===== src/rtl/rsf_pkg.sv =====
package rsf_pkg;
  localparam int unsigned STATIC_REGS = 32;
  localparam int unsigned STACK_REGS  = 96;
  localparam int unsigned LREG_W      = $clog2(STATIC_REGS + STACK_REGS);
  localparam int unsigned SIZE_W      = $clog2(STACK_REGS + 1);
  localparam int unsigned BASE_W      = $clog2(STACK_REGS);

  typedef logic [LREG_W-1:0] lreg_t;
  typedef logic [SIZE_W-1:0] size_t;
  typedef logic [BASE_W-1:0] base_t;

  typedef struct packed {
    base_t base;
    size_t sol;   // local-area size
    size_t sof;   // whole frame size
  } frame_t;

  typedef enum logic [1:0] {
    CMD_NONE,
    CMD_CALL,
    CMD_RET,
    CMD_ALLOC
  } cmd_e;
endpackage


===== src/rtl/rsf_cmd_decode.sv =====
module rsf_cmd_decode
  import rsf_pkg::*;
(
  input  logic legacy_i,
  input  logic call_i,
  input  logic ret_i,
  input  logic alloc_i,
  output cmd_e cmd_o
);
  // one command per cycle: call > ret > alloc
  always_comb begin
    if (legacy_i)     cmd_o = CMD_NONE;
    else if (call_i)  cmd_o = CMD_CALL;
    else if (ret_i)   cmd_o = CMD_RET;
    else if (alloc_i) cmd_o = CMD_ALLOC;
    else              cmd_o = CMD_NONE;
  end
endmodule


===== src/rtl/rsf_marker_stack.sv =====
module rsf_marker_stack
  import rsf_pkg::*;
#(
  parameter int unsigned DEPTH = 8,
  localparam int unsigned CNT_W = $clog2(DEPTH + 1),
  localparam int unsigned IDX_W = (DEPTH > 1) ? $clog2(DEPTH) : 1
) (
  input  logic             clk_i,
  input  logic             rst_ni,
  input  logic             push_i,
  input  logic             pop_i,
  input  frame_t           push_data_i,
  output frame_t           top_o,
  output logic             full_o,
  output logic             empty_o,
  output logic [CNT_W-1:0] count_o
);
  localparam logic [CNT_W-1:0] DEPTH_C = CNT_W'(DEPTH);

  frame_t           mem_q [DEPTH];
  logic [CNT_W-1:0] cnt_q;
  logic [IDX_W-1:0] wr_idx, rd_idx;

  assign wr_idx  = IDX_W'(cnt_q);
  assign rd_idx  = IDX_W'(cnt_q - CNT_W'(1));
  assign full_o  = (cnt_q == DEPTH_C);
  assign empty_o = (cnt_q == '0);
  assign count_o = cnt_q;
  assign top_o   = mem_q[rd_idx];

  always_ff @(posedge clk_i or negedge rst_ni) begin
    if (!rst_ni) begin
      cnt_q <= '0;
      for (int i = 0; i < int'(DEPTH); i++) mem_q[i] <= '0;
    end else if (push_i && !full_o) begin
      mem_q[wr_idx] <= push_data_i;
      cnt_q         <= cnt_q + CNT_W'(1);
    end else if (pop_i && !empty_o) begin
      cnt_q <= cnt_q - CNT_W'(1);
    end
  end
endmodule


===== src/rtl/rsf_frame_ctrl.sv =====
module rsf_frame_ctrl
  import rsf_pkg::*;
(
  input  logic   clk_i,
  input  logic   rst_ni,
  input  cmd_e   cmd_i,
  input  size_t  alloc_local_i,
  input  size_t  alloc_frame_i,
  input  frame_t saved_i,
  input  logic   stk_full_i,
  input  logic   stk_empty_i,
  output frame_t frame_o,
  output logic   push_o,
  output logic   pop_o,
  output logic   overflow_o,
  output logic   underflow_o,
  output logic   alloc_err_o
);
  localparam logic [BASE_W:0] STACK_C = (BASE_W+1)'(STACK_REGS);
  localparam size_t           MAXF_C  = SIZE_W'(STACK_REGS);

  frame_t          cur_q, cur_d;
  logic            ovf_d, unf_d, err_d;
  logic [BASE_W:0] base_sum;
  base_t           callee_base;

  // callee base = base + locals, wrapped inside the stacked storage
  assign base_sum    = {1'b0, cur_q.base} + (BASE_W+1)'(cur_q.sol);
  assign callee_base = (base_sum >= STACK_C) ? BASE_W'(base_sum - STACK_C)
                                             : BASE_W'(base_sum);

  always_comb begin
    cur_d  = cur_q;
    push_o = 1'b0;
    pop_o  = 1'b0;
    ovf_d  = 1'b0;
    unf_d  = 1'b0;
    err_d  = 1'b0;
    unique case (cmd_i)
      CMD_CALL: begin
        if (stk_full_i) ovf_d = 1'b1;
        else begin
          push_o     = 1'b1;
          cur_d.base = callee_base;
          cur_d.sof  = cur_q.sof - cur_q.sol;
          cur_d.sol  = '0;
        end
      end
      CMD_RET: begin
        if (stk_empty_i) unf_d = 1'b1;
        else begin
          pop_o = 1'b1;
          cur_d = saved_i;
        end
      end
      CMD_ALLOC: begin
        if (alloc_frame_i > MAXF_C || alloc_local_i > alloc_frame_i) err_d = 1'b1;
        else begin
          cur_d.sol = alloc_local_i;
          cur_d.sof = alloc_frame_i;
        end
      end
      default: ;
    endcase
  end

  always_ff @(posedge clk_i or negedge rst_ni) begin
    if (!rst_ni) begin
      cur_q       <= '0;
      overflow_o  <= 1'b0;
      underflow_o <= 1'b0;
      alloc_err_o <= 1'b0;
    end else begin
      cur_q       <= cur_d;
      overflow_o  <= ovf_d;
      underflow_o <= unf_d;
      alloc_err_o <= err_d;
    end
  end

  assign frame_o = cur_q;
endmodule


===== src/rtl/rsf_map.sv =====
module rsf_map
  import rsf_pkg::*;
(
  input  logic   legacy_i,
  input  lreg_t  lreg_i,
  input  frame_t frame_i,
  output lreg_t  preg_o,
  output logic   illegal_o
);
  localparam lreg_t           STATIC_C = LREG_W'(STATIC_REGS);
  localparam logic [LREG_W:0] STACK_C  = (LREG_W+1)'(STACK_REGS);

  logic            stacked;
  lreg_t           rel;
  logic [LREG_W:0] off_sum;
  lreg_t           off;

  assign stacked = (lreg_i >= STATIC_C);
  assign rel     = lreg_i - STATIC_C;
  assign off_sum = (LREG_W+1)'(frame_i.base) + {1'b0, rel};
  assign off     = (off_sum >= STACK_C) ? LREG_W'(off_sum - STACK_C) : LREG_W'(off_sum);

  always_comb begin
    if (legacy_i || !stacked) begin
      preg_o    = lreg_i;
      illegal_o = 1'b0;
    end else begin
      preg_o    = STATIC_C + off;
      illegal_o = (rel >= LREG_W'(frame_i.sof));
    end
  end
endmodule


===== src/rtl/rsf_renamer.sv =====
module rsf_renamer
  import rsf_pkg::*;
#(
  parameter int unsigned MARKER_DEPTH = 8,
  localparam int unsigned CNT_W = $clog2(MARKER_DEPTH + 1)
) (
  input  logic              clk_i,
  input  logic              rst_ni,
  input  logic              legacy_i,
  input  logic [LREG_W-1:0] lreg_i,
  input  logic              call_i,
  input  logic              ret_i,
  input  logic              alloc_i,
  input  logic [SIZE_W-1:0] alloc_local_i,
  input  logic [SIZE_W-1:0] alloc_frame_i,
  output logic [LREG_W-1:0] preg_o,
  output logic              illegal_o,
  output logic              overflow_o,
  output logic              underflow_o,
  output logic              alloc_err_o
);
  cmd_e             cmd;
  frame_t           cur_frame, saved_frame;
  logic             push, pop, stk_full, stk_empty;
  logic [CNT_W-1:0] depth;

  rsf_cmd_decode i_decode (
    .legacy_i (legacy_i),
    .call_i   (call_i),
    .ret_i    (ret_i),
    .alloc_i  (alloc_i),
    .cmd_o    (cmd)
  );

  rsf_frame_ctrl i_ctrl (
    .clk_i         (clk_i),
    .rst_ni        (rst_ni),
    .cmd_i         (cmd),
    .alloc_local_i (alloc_local_i),
    .alloc_frame_i (alloc_frame_i),
    .saved_i       (saved_frame),
    .stk_full_i    (stk_full),
    .stk_empty_i   (stk_empty),
    .frame_o       (cur_frame),
    .push_o        (push),
    .pop_o         (pop),
    .overflow_o    (overflow_o),
    .underflow_o   (underflow_o),
    .alloc_err_o   (alloc_err_o)
  );

  rsf_marker_stack #(.DEPTH(MARKER_DEPTH)) i_stack (
    .clk_i       (clk_i),
    .rst_ni      (rst_ni),
    .push_i      (push),
    .pop_i       (pop),
    .push_data_i (cur_frame),
    .top_o       (saved_frame),
    .full_o      (stk_full),
    .empty_o     (stk_empty),
    .count_o     (depth)
  );

  rsf_map i_map (
    .legacy_i  (legacy_i),
    .lreg_i    (lreg_i),
    .frame_i   (cur_frame),
    .preg_o    (preg_o),
    .illegal_o (illegal_o)
  );
endmodule


===== config.mk =====
export PLATFORM = sky130hd
export DESIGN_NAME = rsf_renamer
export DESIGN_NICKNAME = d
export VERILOG_FILES = /design/src/rtl/rsf_pkg.sv /design/src/rtl/rsf_cmd_decode.sv /design/src/rtl/rsf_marker_stack.sv /design/src/rtl/rsf_frame_ctrl.sv /design/src/rtl/rsf_map.sv /design/src/rtl/rsf_renamer.sv
export SDC_FILE = /design/constraint.sdc
export NUM_CORES = 1
export LEC_CHECK = 0
export BUFFER_PORTS_ARGS = -buffer_cell sky130_fd_sc_hd__clkbuf_2
export CAP_MARGIN = 20
export CELL_PAD_IN_SITES_DETAIL_PLACEMENT = 2
export CELL_PAD_IN_SITES_GLOBAL_PLACEMENT = 2
export CORE_ASPECT_RATIO = 1.4
export CORE_MARGIN = 2
export CORE_UTILIZATION = 47
export DETAILED_ROUTE_END_ITERATION = 7
export PLACE_DENSITY = 0.95
export SYNTH_ARGS = -nofsm -noshare
export SYNTH_HDL_FRONTEND = slang
export SYNTH_SLANG_ARGS = --single-unit

===== constraint.sdc =====
create_clock -name clk_i -period 4.1 [get_ports clk_i]
set_input_delay 0.615 -clock clk_i [delete_from_list [all_inputs] [get_ports clk_i]]
set_output_delay 0.615 -clock clk_i [all_outputs]
set_load 0.005 [all_outputs]

Word-level counts from Yosys, hierarchy flattened
Index checks and enable logic that the tools add are counted.

Bits in latches: 0. Output and inout bits: 11. Logic and storage cells: 103. Memory bits (read-only): 0. Bits in writable memories: 0. Input bits: 27. Register bits after elaboration: 196. Memories: 0.

Shift operators: 0. Multiply operators: 0. Add/subtract/negate cells: 9. Div/mod/pow operators: 0. Bitwise logic cells: 2. Multiplexer cells: 31. Equality and inequality tests: 7. Order comparisons: 9. Reductions and logical operators: 14.

Operators with widths (number): bitwise mux 168 bit (1); two-way mux 21 bit (5); binary-select mux 21 bit (select 3 bit) (1); demux 21 bit (select 3 bit) (1); one-hot mux 14 bit (3 select lines) (1); two-way mux 7 bit (3); adder 7 x 7 -> 8 bit (2); >= comparator 8 x 7 -> 1 bit (second input constant) (2); two-way mux 14 bit (1); one-hot mux 7 bit (2 select lines) (1); subtractor 7 bit (second input constant) (2); two-way mux 1 bit (11); >= comparator 4 bit (second input constant) (2); two-way mux 2 bit (4); two-way mux 4 bit (2); inverter 3 -> 4 bit (2); adder 6 x 7 -> 7 bit (first input constant) (1); >= comparator 7 x 6 -> 1 bit (second input constant) (1); >= comparator 7 bit (1); > comparator 7 bit (1); > comparator 7 bit (second input constant) (1); subtractor 7 x 6 -> 7 bit (second input constant) (1); subtractor 7 bit (1); inequality test 2 bit (second input constant) (3); 14 further kinds (21).

Logic depth before layout (Yosys ltp)
Gate-level depths: netlist of run 1.

Depth in word-level cells: 9. Mapped depth: 10. Gate-level depth less buffers: 10.

By module
From an unflattened synthesis of run 1, not the netlist that was laid out.

Cell total of the unflattened synthesis: 817. Area total of the unflattened synthesis: 10721.5 µm².

Modules (own cells, without submodules): rsf_marker_stack (instances 1, cells an instance 486, area an instance 7928.9 µm², seq. area each 4304.1 µm²); rsf_frame_ctrl (instances 1, cells an instance 235, area an instance 2090.8 µm², seq. area each 600.6 µm²); rsf_map (instances 1, cells an instance 91, area an instance 674.4 µm², seq. area each 0.0 µm²); rsf_cmd_decode (instances 1, cells an instance 5, area an instance 27.5 µm², seq. area each 0.0 µm²).

Worst setup path before layout of run 1
OpenSTA, ideal clock, no wires.

Kind: input-to-output. Start: in lreg_i[5]. End: out preg_o[6]. Path buffers: 0. Setup slack: 1.185 ns. Data arrival time: 2.300 ns. Stages on the path: 10. Path through: inv_1 ha_1 inv_1 ha_1 nor3b_1 a21oi_1 o21ai_0 a211oi_1 a2111oi_0 a221o_1.

Cells in the longest elaborated chain, start to end: 6. Elaborated cells on any way between the ends: 10. Classes of those cells: add/sub (4); order compare (2); mux (2); reduce/logical (2).

RTL lines: from (decl) (line rsf_renamer.sv:10) `input logic [LREG_W-1:0] lreg_i,`; subtractor 7 x 6 -> 7 bit (line rsf_map.sv:19) `assign rel = lreg_i - STATIC_C;`; adder 7 x 7 -> 8 bit (line rsf_map.sv:20) `assign off_sum = (LREG_W+1)'(frame_i.base) + {1'b0, rel};`; subtractor 7 bit or >= comparator 8 x 7 -> 1 bit (tied branches) (line rsf_map.sv:21) `assign off = (off_sum >= STACK_C) ? LREG_W'(off_sum - STACK_C) : LREG_W'(off_sum);`; two-way mux 7 bit (line rsf_map.sv:21); adder 6 x 7 -> 7 bit (line rsf_map.sv:28) `preg_o = STATIC_C + off;`; two-way mux 7 bit * (line rsf_map.sv:24) `if (legacy_i || !stacked) begin`; to (decl) (line rsf_renamer.sv:16) `output logic [LREG_W-1:0] preg_o,`.

Every way passes the cells marked *; elsewhere a longest branch is shown, timed or not.

Worst setup path after layout of run 1
Start: reg i_ctrl.cur_q, in the netlist i_ctrl.frame_o[14]. End: out preg_o[6].

Cells in the longest elaborated chain, start to end: 5. Elaborated cells on any way between the ends: 6. Classes of those cells: add/sub (3); order compare (1); mux (2).

RTL lines: from (decl) (line rsf_frame_ctrl.sv:22) `frame_t cur_q, cur_d;`; from (signal assigned) (line rsf_frame_ctrl.sv:74) `cur_q <= cur_d;`; adder 7 x 7 -> 8 bit * (line rsf_map.sv:20); subtractor 7 bit or >= comparator 8 x 7 -> 1 bit (tied branches) (line rsf_map.sv:21); two-way mux 7 bit * (line rsf_map.sv:21); adder 6 x 7 -> 7 bit * (line rsf_map.sv:28); two-way mux 7 bit * (line rsf_map.sv:24).

Marks and branches as above.

==> impl_metrics.py, run 1 <==
metrics = {
    "sta": {
        "max_slew_margin_pct": 27.9,
        "period_share_pct": 93.4,
        "setup_slack_ns": 0.272,
        "fmax_ghz": 0.261,
        "finalSetupViolCount": 0,
        "rsz0062_at_grt": "false",
        "worstMarginPinSlew_ns": 1.08,
        "hold_violations": 0,
        "whs_ns": 0.164,
        "fin_skew_ns": 0.00982,
        "fin_crit_ns": 3.83,
        "finalSetupTns_ns": 0,
        "slew_viol_final": 0,
    },
    "setup_path": {
        "arrival_ns": 3.21,
        "crit_path_start": "i_ctrl.frame_o[14]",
        "max_stage_delay_ns": 0.62,
        "path_class": "flop to primary output",
        "cp_max_fo": 11,
        "start_kind": "flop",
        "path_cells": "ha_1, inv_1, fa_1, nor2b_1, o31a_1, nor4b_1, a211oi_1, a2111oi_0, a221o_1, clkbuf_2",
        "end_kind": "primary output",
        "crit_buf_inv": 2,
        "path_delay_family": "compound AO/OA/AOI/OAI gates",
        "critPathRequiredTime_ns": 3.48,
        "worst_path_max_delay_cell": "dfrtp_1",
        "r2r_start": "i_stack.count_o[1]",
    },
    "yosys": {
        "syn-num-nets": 927,
        "synthAdderAreaFrac_pct": 5.10,
        "synth_flop_cell": "dfrtp_1",
        "synth_top_area_share_pct": 47.9,
        "yosys.area.top_type": "dfrtp_1",
        "syn_area_per_cell_um2": 11.9,
        "netlist_instances": 860,
        "synth-compound-area-share_pct": 9.71,
        "synth_top_family_by_area": "multiplexers",
        "synth.top_cells.by_area": "dfrtp_1 (48%), mux2_2 (12%), mux4_2 (9.2%), ha_1 (4.5%), o21ai_0 (4.5%)",
        "ys_ff_latch": 196,
        "synthArstFlopShare_pct": 100,
        "synthXorXnorAreaFrac_pct": 1.03,
        "synth_cell_type_count": 63,
        "synth-simple-area-share_pct": 8.56,
        "synth-warning-count": 0,
        "syn_area_um2": 10200,
        "synthMuxAreaShare_pct": 24.2,
        "synth_edf_count": 0,
        "seq_area_frac_synth_pct": 47.9,
    },
    "cts": {
        "cts_hold_buf": 0,
        "cts_root_buf": "clkbuf_16",
        "clock_sinks": 196,
        "path_clk_slew_ns": 0.07,
        "clk_latency_ns": 0.46,
        "post_cts_buffers": 0,
        "cts_buffers": 17,
        "cts_tree": "done",
        "clock_path_buffers": 2,
        "cts_resized": 0,
        "ctsHtreeMaxLevel": 4,
    },
    "global_route": {
        "grt_pass1_vias": 8861,
        "grt_antenna_before_repair": 0,
        "grt_max_degree": 80,
        "grt_use_total_pct": 35.2,
        "grt_pass1_wl_um": 58300,
        "grt_overflow": 0,
    },
    "placed_design": {
        "port_buffers": 37,
        "dpl.hpwl_um": 23500,
        "placed_area_um2": 10700,
        "gp_congestion": 0.778,
        "pre_cts_slack_ns": 0.740,
    },
    "floorplanning": {
        "start_util_pct": 48.2,
        "dieArea_um2": 23000,
        "placementRows": 63,
        "core_um2": 21300,
        "dieHeight_um": 179,
        "die_x_um": 129,
        "pin_count": 38,
    },
    "cells_and_area": {
        "nets": 951,
        "design_area_um2": 11300,
        "finish.utilization_pct": 53.3,
        "fillers": 2000,
        "layout-drive-gt1-share_pct": 28.4,
        "syn2layout_area_growth_pct": 10.6,
        "num_antenna_cells": 0,
    },
    "run": {
        "max-cap-violations": 0,
    },
    "drt": {
        "drt_iter0_drc": 501,
        "routed_wl_um": 38300,
        "ant_nets": 0,
        "drc": 0,
        "drt_pre_antenna_iters": 5,
        "viasPerCell": 6.63,
        "wl_per_cell_um": 33.1,
        "vias": 7671,
    },
    "worst_hold_path": {
        "hp-class": "input pin to asynchronous set/reset pin",
    },
    "power_and_ir_drop": {
        "vdd_drop_max_mv": 0.441,
        "power_leakage_uw": 0.00510,
        "p_per_area_nw_per_um2": 828,
    },
    "status": {
        "status": "complete, no violations",
    },
}
## cell usage after synthesis (all sizes together) (5+ instances only)
cell type,instances
nor2b,7
nor3,6
mux4,42
mux2i,27
nor2,39
nand2,91
dfrtp,196
ha,37
xor2,5
a211oi,8
nand2b,8
clkbuf,19
buf,29
a21oi,25
nand3,7
o21ai,94
a21o,5
mux2,112
xnor2,7
inv,32
a221oi,5
## layout by cell type (no fill, tap or decap), types with 5 or more instances in the layout
master	count
mux2i_1	27
a21o_1	5
a21oi_1	25
mux4_2	42
ha_1	36
inv_1	32
nor2_1	37
nand2_1	91
xnor2_1	7
a211oi_1	6
dfrtp_1	195
clkbuf_2	36
nand2b_1	7
nor2b_1	7
buf_4	13
a221oi_1	5
clkbuf_16	17
mux2_2	111
o21ai_0	92
## stage by stage
step / total power [uW] / instances
2_1_floorplan: 5820 / 860
3_3_place_gp: 6710 / 1125
3_5_place_dp: 7210 / 1125
4_1_cts: 9350 / 1157
5_1_grt: 9770 / 1157
6_report: 9390 / 1157
## sequential cells by signal, indices dropped and copies added, names as in the netlist
signal / count
i_ctrl.frame_o: 21
i_ctrl.overflow_o: 1
i_ctrl.alloc_err_o: 1
i_stack.count_o: 4
i_stack.mem_q: 168
i_ctrl.underflow_o: 1
## cells by family (layout without fill, tap and decap cells)
kind of cell,count (synthesis),in the layout
fa+ha+maj,40,40
xor+xnor,12,12
compound gates,167,167
buf+inv,80,117
flops,196,196
simple gates,184,184
mux,181,181
## area by class of cell
| type | count | area (um^2) | share of cell area (%) |
|---|---|---|---|
| Multi-Input combinational cell | 584 | 5010 | 44.2 |
| Clock buffer | 22 | 474 | 4.18 |
| Tap cell | 260 | 325 | 2.87 |
| Sequential cell | 196 | 4910 | 43.3 |
| Inverter | 32 | 120 | 1.06 |
| Timing Repair Buffer | 53 | 352 | 3.10 |
| Clock inverter | 10 | 145 | 1.28 |
## path summary, 6_finish.rpt
check,end,cells after the start,slack [ns]
setup / recovery,preg_o[6],10,0.27
hold / removal,i_stack.mem_q[67],1,0.16
setup reg to reg,i_ctrl.frame_o[19],8,0.84
hold reg to reg,i_stack.mem_q[72],2,0.49
max in group asynchronous,i_ctrl.frame_o[9],2,2.88
min in group clk_i,i_stack.mem_q[72],2,0.49
## power breakdown
group / internal (uW) / switching (uW)
clock: 1020 / 814
combinational: 1840 / 2320
sequential: 2670 / 721
## metal layers
metal / GRT usage [%] / up-vias / part of all wire (%)
met2: 60.1 / 292 / 51
met1: 42.1 / 4085 / 39
met5: 0 / - / 0
met4: 19.9 / 0 / 5.9
met3: 5.91 / 137 / 4.3
li1: - / 3157 / -
No activity file was read; power rests on OpenSTA's default activity.
==> run 2, diff against run 1 <==
--- a/config.mk
+++ b/config.mk
@@ -11,7 +11,8 @@
 export CELL_PAD_IN_SITES_GLOBAL_PLACEMENT = 2
 export CORE_ASPECT_RATIO = 1.4
 export CORE_MARGIN = 2
-export CORE_UTILIZATION = 47
+export CORE_UTILIZATION = 48
+export CTS_BUF_LIST = sky130_fd_sc_hd__clkbuf_8
 export DETAILED_ROUTE_END_ITERATION = 7
 export PLACE_DENSITY = 0.95
 export SYNTH_ARGS = -nofsm -noshare
==> run 2 against run 1 <==
  * Maximum frequency up 0.44%
  * Sequential share of layout area up 1.1 points
  * Critical path type unchanged
  * Register-to-register slack better by 0.05 ns
  * Die area down 2.0%
==> impl_metrics.py, run 2 (synthesis results as in run 1) <==
metrics = {
    "setup_path": {
        "r2r_start": "i_stack.count_o[1]",
        "crit_path_start": "i_ctrl.frame_o[14]",
        "rrSetupSlack_ns": 0.89,
        "arrival_ns": 3.20,
        "cp_max_fo": 11,
        "rr_endpoint": "i_ctrl.frame_o[6]",
        "path_class": "flop to primary output",
        "critPathRequiredTime_ns": 3.48,
        "start_kind": "flop",
        "rr_worst_depth": 8,
        "end_kind": "primary output",
    },
    "cts": {
        "post_cts_buffers": 0,
        "cts_hold_buf": 0,
        "path_clk_slew_ns": 0.10,
        "cts_buffers": 17,
        "cts_tree": "done",
        "cts_root_buf": "clkbuf_8",
        "clock_path_buffers": 2,
        "clock_sinks": 196,
        "cts_resized": 0,
        "clk_latency_ns": 0.50,
        "ctsHtreeMaxLevel": 4,
    },
    "sta": {
        "slew_viol_final": 0,
        "period_share_pct": 93.0,
        "fin_crit_ns": 3.81,
        "fin_skew_ns": 0.0161,
        "rsz0062_at_grt": "false",
        "finalSetupViolCount": 0,
        "fmax_ghz": 0.262,
        "finalSetupTns_ns": 0,
        "hold_violations": 0,
        "max_slew_margin_pct": 25.9,
        "worstMarginPinSlew_ns": 1.11,
    },
    "cells_and_area": {
        "layout-drive-gt1-share_pct": 28.0,
        "design_area_um2": 11100,
        "num_antenna_cells": 0,
        "top_register": "i_stack.mem_q",
        "multiInputGateArea_um2": 5010,
        "largest_reg_flops": 168,
        "nets": 952,
        "seqCellArea_um2": 4910,
        "instances_no_fill": 1155,
        "layout_common_cells": "dfrtp_1 (195), mux2_2 (111), o21ai_0 (92)",
        "syn2layout_area_growth_pct": 7.85,
        "layout_commonest_cell": "dfrtp_1",
        "fillers": 2011,
    },
    "global_route": {
        "grt_pass1_wl_um": 53800,
        "grt_pass1_vias": 8756,
        "grt_antenna_before_repair": 0,
        "grt_max_degree": 99,
        "grt_use_total_pct": 32.5,
        "grt_overflow": 0,
    },
    "power_and_ir_drop": {
        "clkPwrFrac_pct": 14.0,
        "p_sw_share_pct": 41.2,
        "power_frac_seq_pct": 39.3,
        "combPwrFrac_pct": 46.7,
        "power_leakage_uw": 0.00498,
        "p_per_area_nw_per_um2": 768,
        "power.internal_uw": 4990,
        "p_sw_uw": 3500,
        "vdd_drop_max_mv": 0.349,
    },
    "floorplanning": {
        "die_x_um": 127,
        "start_util_pct": 48.7,
        "dieHeight_um": 177,
        "core_um2": 21000,
        "placementRows": 63,
        "dieArea_um2": 22600,
        "pin_count": 38,
    },
    "drt": {
        "drt_pre_antenna_iters": 4,
        "routed_wl_um": 34700,
        "wl_per_cell_um": 30.0,
        "vias": 7531,
        "drt_iter0_drc": 388,
        "drc": 0,
        "ant_nets": 0,
        "viasPerCell": 6.52,
    },
    "placed_design": {
        "port_buffers": 37,
        "gp_congestion": 0.793,
        "placed_area_um2": 10700,
        "dpl.hpwl_um": 22700,
        "placed_cells": 1125,
    },
    "status": {
        "status": "complete, no violations",
    },
    "worst_hold_path": {
        "hp-class": "input pin to asynchronous set/reset pin",
    },
    "run": {
        "max-cap-violations": 0,
    },
}
run 2: cell types whose count changed in the layout (fill, tap and decap cells not counted), moves of 2 or more:
cell       before  now
clkbuf_16      17    0
clkbuf_8        4   21
inv_1          32   36
buf_12          3    1
buf_4          13   15
bufinv_16       3    1
clkbuf_1        2    0
inv_6           2    0
run 2: worst max-delay path, stage by stage (launching register included):
cell and delay [ns]:
dfrtp_1 0.59, ha_1 0.26, inv_1 0.09, fa_1 0.42, nor2b_1 0.17, o31a_1 0.22
nor4b_1 0.07, a211oi_1 0.36, a2111oi_0 0.12, a221o_1 0.28, clkbuf_2 0.11
run 2: layout make-up:
class                           instances  area share [%]
Tap cell                              260            2.94
Multi-Input combinational cell        584            45.4
Clock buffer                           20            2.49
Timing Repair Buffer                   54            3.09
Sequential cell                       196            44.4
Clock inverter                          9           0.611
Inverter                               32            1.09
run 2: routing by layer:
metal | vias to the layer above | GRT usage [%] | wire length [um] | share of wire (%)
li1 | 3149 | - | - | -
met1 | 3941 | 38.4 | 13100 | 38
met2 | 307 | 55.1 | 17700 | 51
met3 | 134 | 6.56 | 1860 | 5.4
met4 | 0 | 18.3 | 2030 | 5.9
met5 | - | 0 | 0 | 0
run 2: metrics by stage:
step                setup slack (ns)  hold WS [ns]  total power [uW]  util [%]
floorplan                       1.19         0.319              5820         -
global placement               0.802         0.456              6660      50.8
detailed placement             0.681         0.469              7180      50.8
CTS                            0.272         0.218              8490      52.4
global route                  0.0810         0.234              8940      52.5
finish                         0.289         0.174              8490      52.5
run 2: worst max-delay path by stage:
stage / slack (ns) / end / depth (start not counted)
5_1_grt: 0.08 / preg_o[6] / 10
3_3_place_gp: 0.80 / preg_o[6] / 12
3_5_place_dp: 0.68 / preg_o[6] / 12
4_1_cts: 0.27 / preg_o[6] / 10
6_report: 0.29 / preg_o[6] / 10
2_1_floorplan: 1.19 / preg_o[6] / 10
run 2: power groups by stage:
stage	logic, uW	registers [uW]	clock network [uW]
floorplan	2820	3010	0
global placement	3460	3200	0
detailed placement	3860	3320	0
CTS	3970	3320	1200
global route	4250	3420	1280
finish	3960	3330	1190
==> run 3, diff against run 2 <==
--- a/config.mk
+++ b/config.mk
@@ -5,15 +5,15 @@
 export SDC_FILE = /design/constraint.sdc
 export NUM_CORES = 1
 export LEC_CHECK = 0
-export BUFFER_PORTS_ARGS = -buffer_cell sky130_fd_sc_hd__clkbuf_2
 export CAP_MARGIN = 20
 export CELL_PAD_IN_SITES_DETAIL_PLACEMENT = 2
 export CELL_PAD_IN_SITES_GLOBAL_PLACEMENT = 2
 export CORE_ASPECT_RATIO = 1.4
 export CORE_MARGIN = 2
-export CORE_UTILIZATION = 48
+export CORE_UTILIZATION = 50
 export CTS_BUF_LIST = sky130_fd_sc_hd__clkbuf_8
 export DETAILED_ROUTE_END_ITERATION = 7
+export DONT_BUFFER_PORTS = 1
 export PLACE_DENSITY = 0.95
 export SYNTH_ARGS = -nofsm -noshare
 export SYNTH_HDL_FRONTEND = slang
==> run 3 against run 2 <==
  * Sequential share of layout area grew 0.42 points
  * Clock skew grew 0.0030 ns
  * Critical path depth shrank 1
  * Largest power group unchanged
  * Power grew 2.5%
  * Register-to-register slack gained 0.16 ns
  * Clock-buffer cell count shrank 2
  * Flip-flop and latch count is the same
  * The flow now finishes with violations (hold timing)
  * Hold slack lost 0.38 ns
  * Global-route usage grew 1.2 points
  * Cell count shrank 3.4%
  * Setup slack gained 0.15 ns
  * Highest routed layer unchanged
  * Combinational power shrank 1%
==> impl_metrics.py, run 3 (synthesis results as in run 1) <==
metrics = {
    "status": {
        "status": "complete, but fails checks",
        "violations": "hold timing",
    },
    "cts": {
        "clk_latency_ns": 0.51,
        "cts_root_buf": "clkbuf_8",
        "cts_tree": "done",
        "clock_path_buffers": 2,
        "cts_resized": 0,
        "ctsHtreeMaxLevel": 4,
        "clock_sinks": 196,
        "path_clk_slew_ns": 0.12,
        "cts_buffers": 17,
        "post_cts_buffers": 0,
    },
    "worst_hold_path": {
        "hp-class": "input pin to asynchronous set/reset pin",
    },
    "power_and_ir_drop": {
        "clkPwrFrac_pct": 16.5,
        "p_total_uw": 8700,
        "p_sw_share_pct": 40.8,
        "p_sw_uw": 3550,
        "power_leakage_uw": 0.00486,
        "power_frac_seq_pct": 38.5,
        "power.internal_uw": 5150,
        "p_per_area_nw_per_um2": 794,
        "vdd_drop_max_mv": 0.395,
        "combPwrFrac_pct": 45.0,
    },
    "cells_and_area": {
        "nets": 914,
        "layout_commonest_cell": "dfrtp_1",
        "syn2layout_area_growth_pct": 6.85,
        "layout_common_cells": "dfrtp_1 (195), mux2_2 (111), o21ai_0 (92)",
        "largest_reg_flops": 168,
        "layout-drive-gt1-share_pct": 25.2,
        "top_register": "i_stack.mem_q",
        "num_antenna_cells": 0,
    },
    "drt": {
        "ant_nets": 0,
        "vias": 7423,
        "viasPerCell": 6.65,
        "wl_per_cell_um": 31.5,
        "drt_pre_antenna_iters": 5,
        "drc": 0,
        "routed_wl_um": 35100,
        "drt_iter0_drc": 475,
    },
    "sta": {
        "fin_skew_ns": 0.0191,
        "hold_violations": 196,
        "max_slew_margin_pct": 33.3,
        "rsz0062_at_grt": "false",
        "fin_crit_ns": 3.67,
        "period_share_pct": 89.4,
        "finalSetupViolCount": 0,
        "worstMarginPinSlew_ns": 0.999,
        "fmax_ghz": 0.273,
        "finalSetupTns_ns": 0,
        "slew_viol_final": 0,
        "whs_ns": -0.207,
        "setup_slack_ns": 0.435,
    },
    "placed_design": {
        "dpl.hpwl_um": 22000,
        "pre_cts_slack_ns": 0.883,
        "gp_congestion": 0.791,
        "port_buffers": 0,
    },
    "global_route": {
        "grt_use_total_pct": 33.7,
        "grt_pass1_vias": 8709,
        "grt_overflow": 0,
        "grt_max_degree": 197,
        "grt_pass1_wl_um": 54700,
        "grt_antenna_before_repair": 0,
    },
    "setup_path": {
        "r2r_start": "i_stack.count_o[1]",
        "path_class": "flop to primary output",
        "cp_max_fo": 11,
        "arrival_ns": 3.05,
        "critPathRequiredTime_ns": 3.48,
        "start_kind": "flop",
        "rr_endpoint": "i_ctrl.frame_o[2]",
        "rrSetupSlack_ns": 1.05,
        "end_kind": "primary output",
        "rr_worst_depth": 7,
    },
    "run": {
        "max-cap-violations": 0,
    },
    "floorplanning": {
        "die_x_um": 125,
        "core_um2": 20300,
        "pin_count": 38,
        "dieArea_um2": 21700,
        "placementRows": 62,
        "dieHeight_um": 173,
        "start_util_pct": 50.4,
    },
}
## run 3: cell types whose count changed in the layout (fill, tap and decap cells not counted), moves of 2 or more
cell,before,now
clkinv_2,3,1
bufinv_16,1,4
clkbuf_8,21,18
clkinv_4,0,3
clkbuf_2,36,0
## run 3: stage by stage
stage / area [um^2] / hold slack [ns] / utilization, % / std cells
floorplan: 10200 / 0.319 / - / 860
global placement: 10500 / 0.323 / 51.6 / 1083
detailed placement: 10500 / 0.322 / 51.6 / 1083
CTS: 10900 / -0.225 / 53.7 / 1115
global route: 11000 / -0.225 / 53.9 / 1116
finish: 11000 / -0.207 / 53.9 / 1116
## run 3: routing by layer
layer / wire length, um / vias up / global-route usage (%)
li1: - / 3087 / -
met5: 0 / - / 0
met2: 18400 / 280 / 58.6
met1: 13200 / 3948 / 39.3
met3: 1640 / 108 / 6.23
met4: 1850 / 0 / 18.4
## run 3: how the worst max path moves through the flow
| stage | from | cells after the start | endpoint | slack (ns) |
|---|---|---|---|---|
| 2_1_floorplan | lreg_i[5] | 10 | preg_o[6] | 1.19 |
| 3_3_place_gp | lreg_i[5] | 10 | preg_o[6] | 1.0 |
| 3_5_place_dp | lreg_i[5] | 10 | preg_o[6] | 0.88 |
| 4_1_cts | i_ctrl.frame_o[14] | 9 | preg_o[6] | 0.44 |
| 5_1_grt | i_ctrl.frame_o[14] | 9 | preg_o[6] | 0.34 |
| 6_report | i_ctrl.frame_o[14] | 9 | preg_o[6] | 0.43 |
## run 3: area by class of cell
cell class	instances	area, um^2
Clock buffer	18	248
Inverter	32	120
Timing Repair Buffer	16	153
Tap cell	256	320
Clock inverter	14	186
Fill cell	1949	9370
Multi-Input combinational cell	584	5010
Sequential cell	196	4910
## run 3: critical path, stage by stage (launching register included)
cell,delay [ns]
dfrtp_1,0.57
ha_1,0.27
inv_1,0.07
fa_1,0.39
nor2b_1,0.16
o31a_1,0.21
nor4b_1,0.07
a211oi_1,0.38
a2111oi_0,0.13
a221o_1,0.31
## run 3: power by group through the flow
stage | combinational [uW] | clock (uW) | sequential [uW]
after floorplan | 2820 | 0 | 3010
after global placement | 3410 | 0 | 3190
after detailed placement | 3770 | 0 | 3310
after CTS | 3900 | 1440 | 3330
after global routing | 4180 | 1510 | 3430
final | 3920 | 1430 | 3350
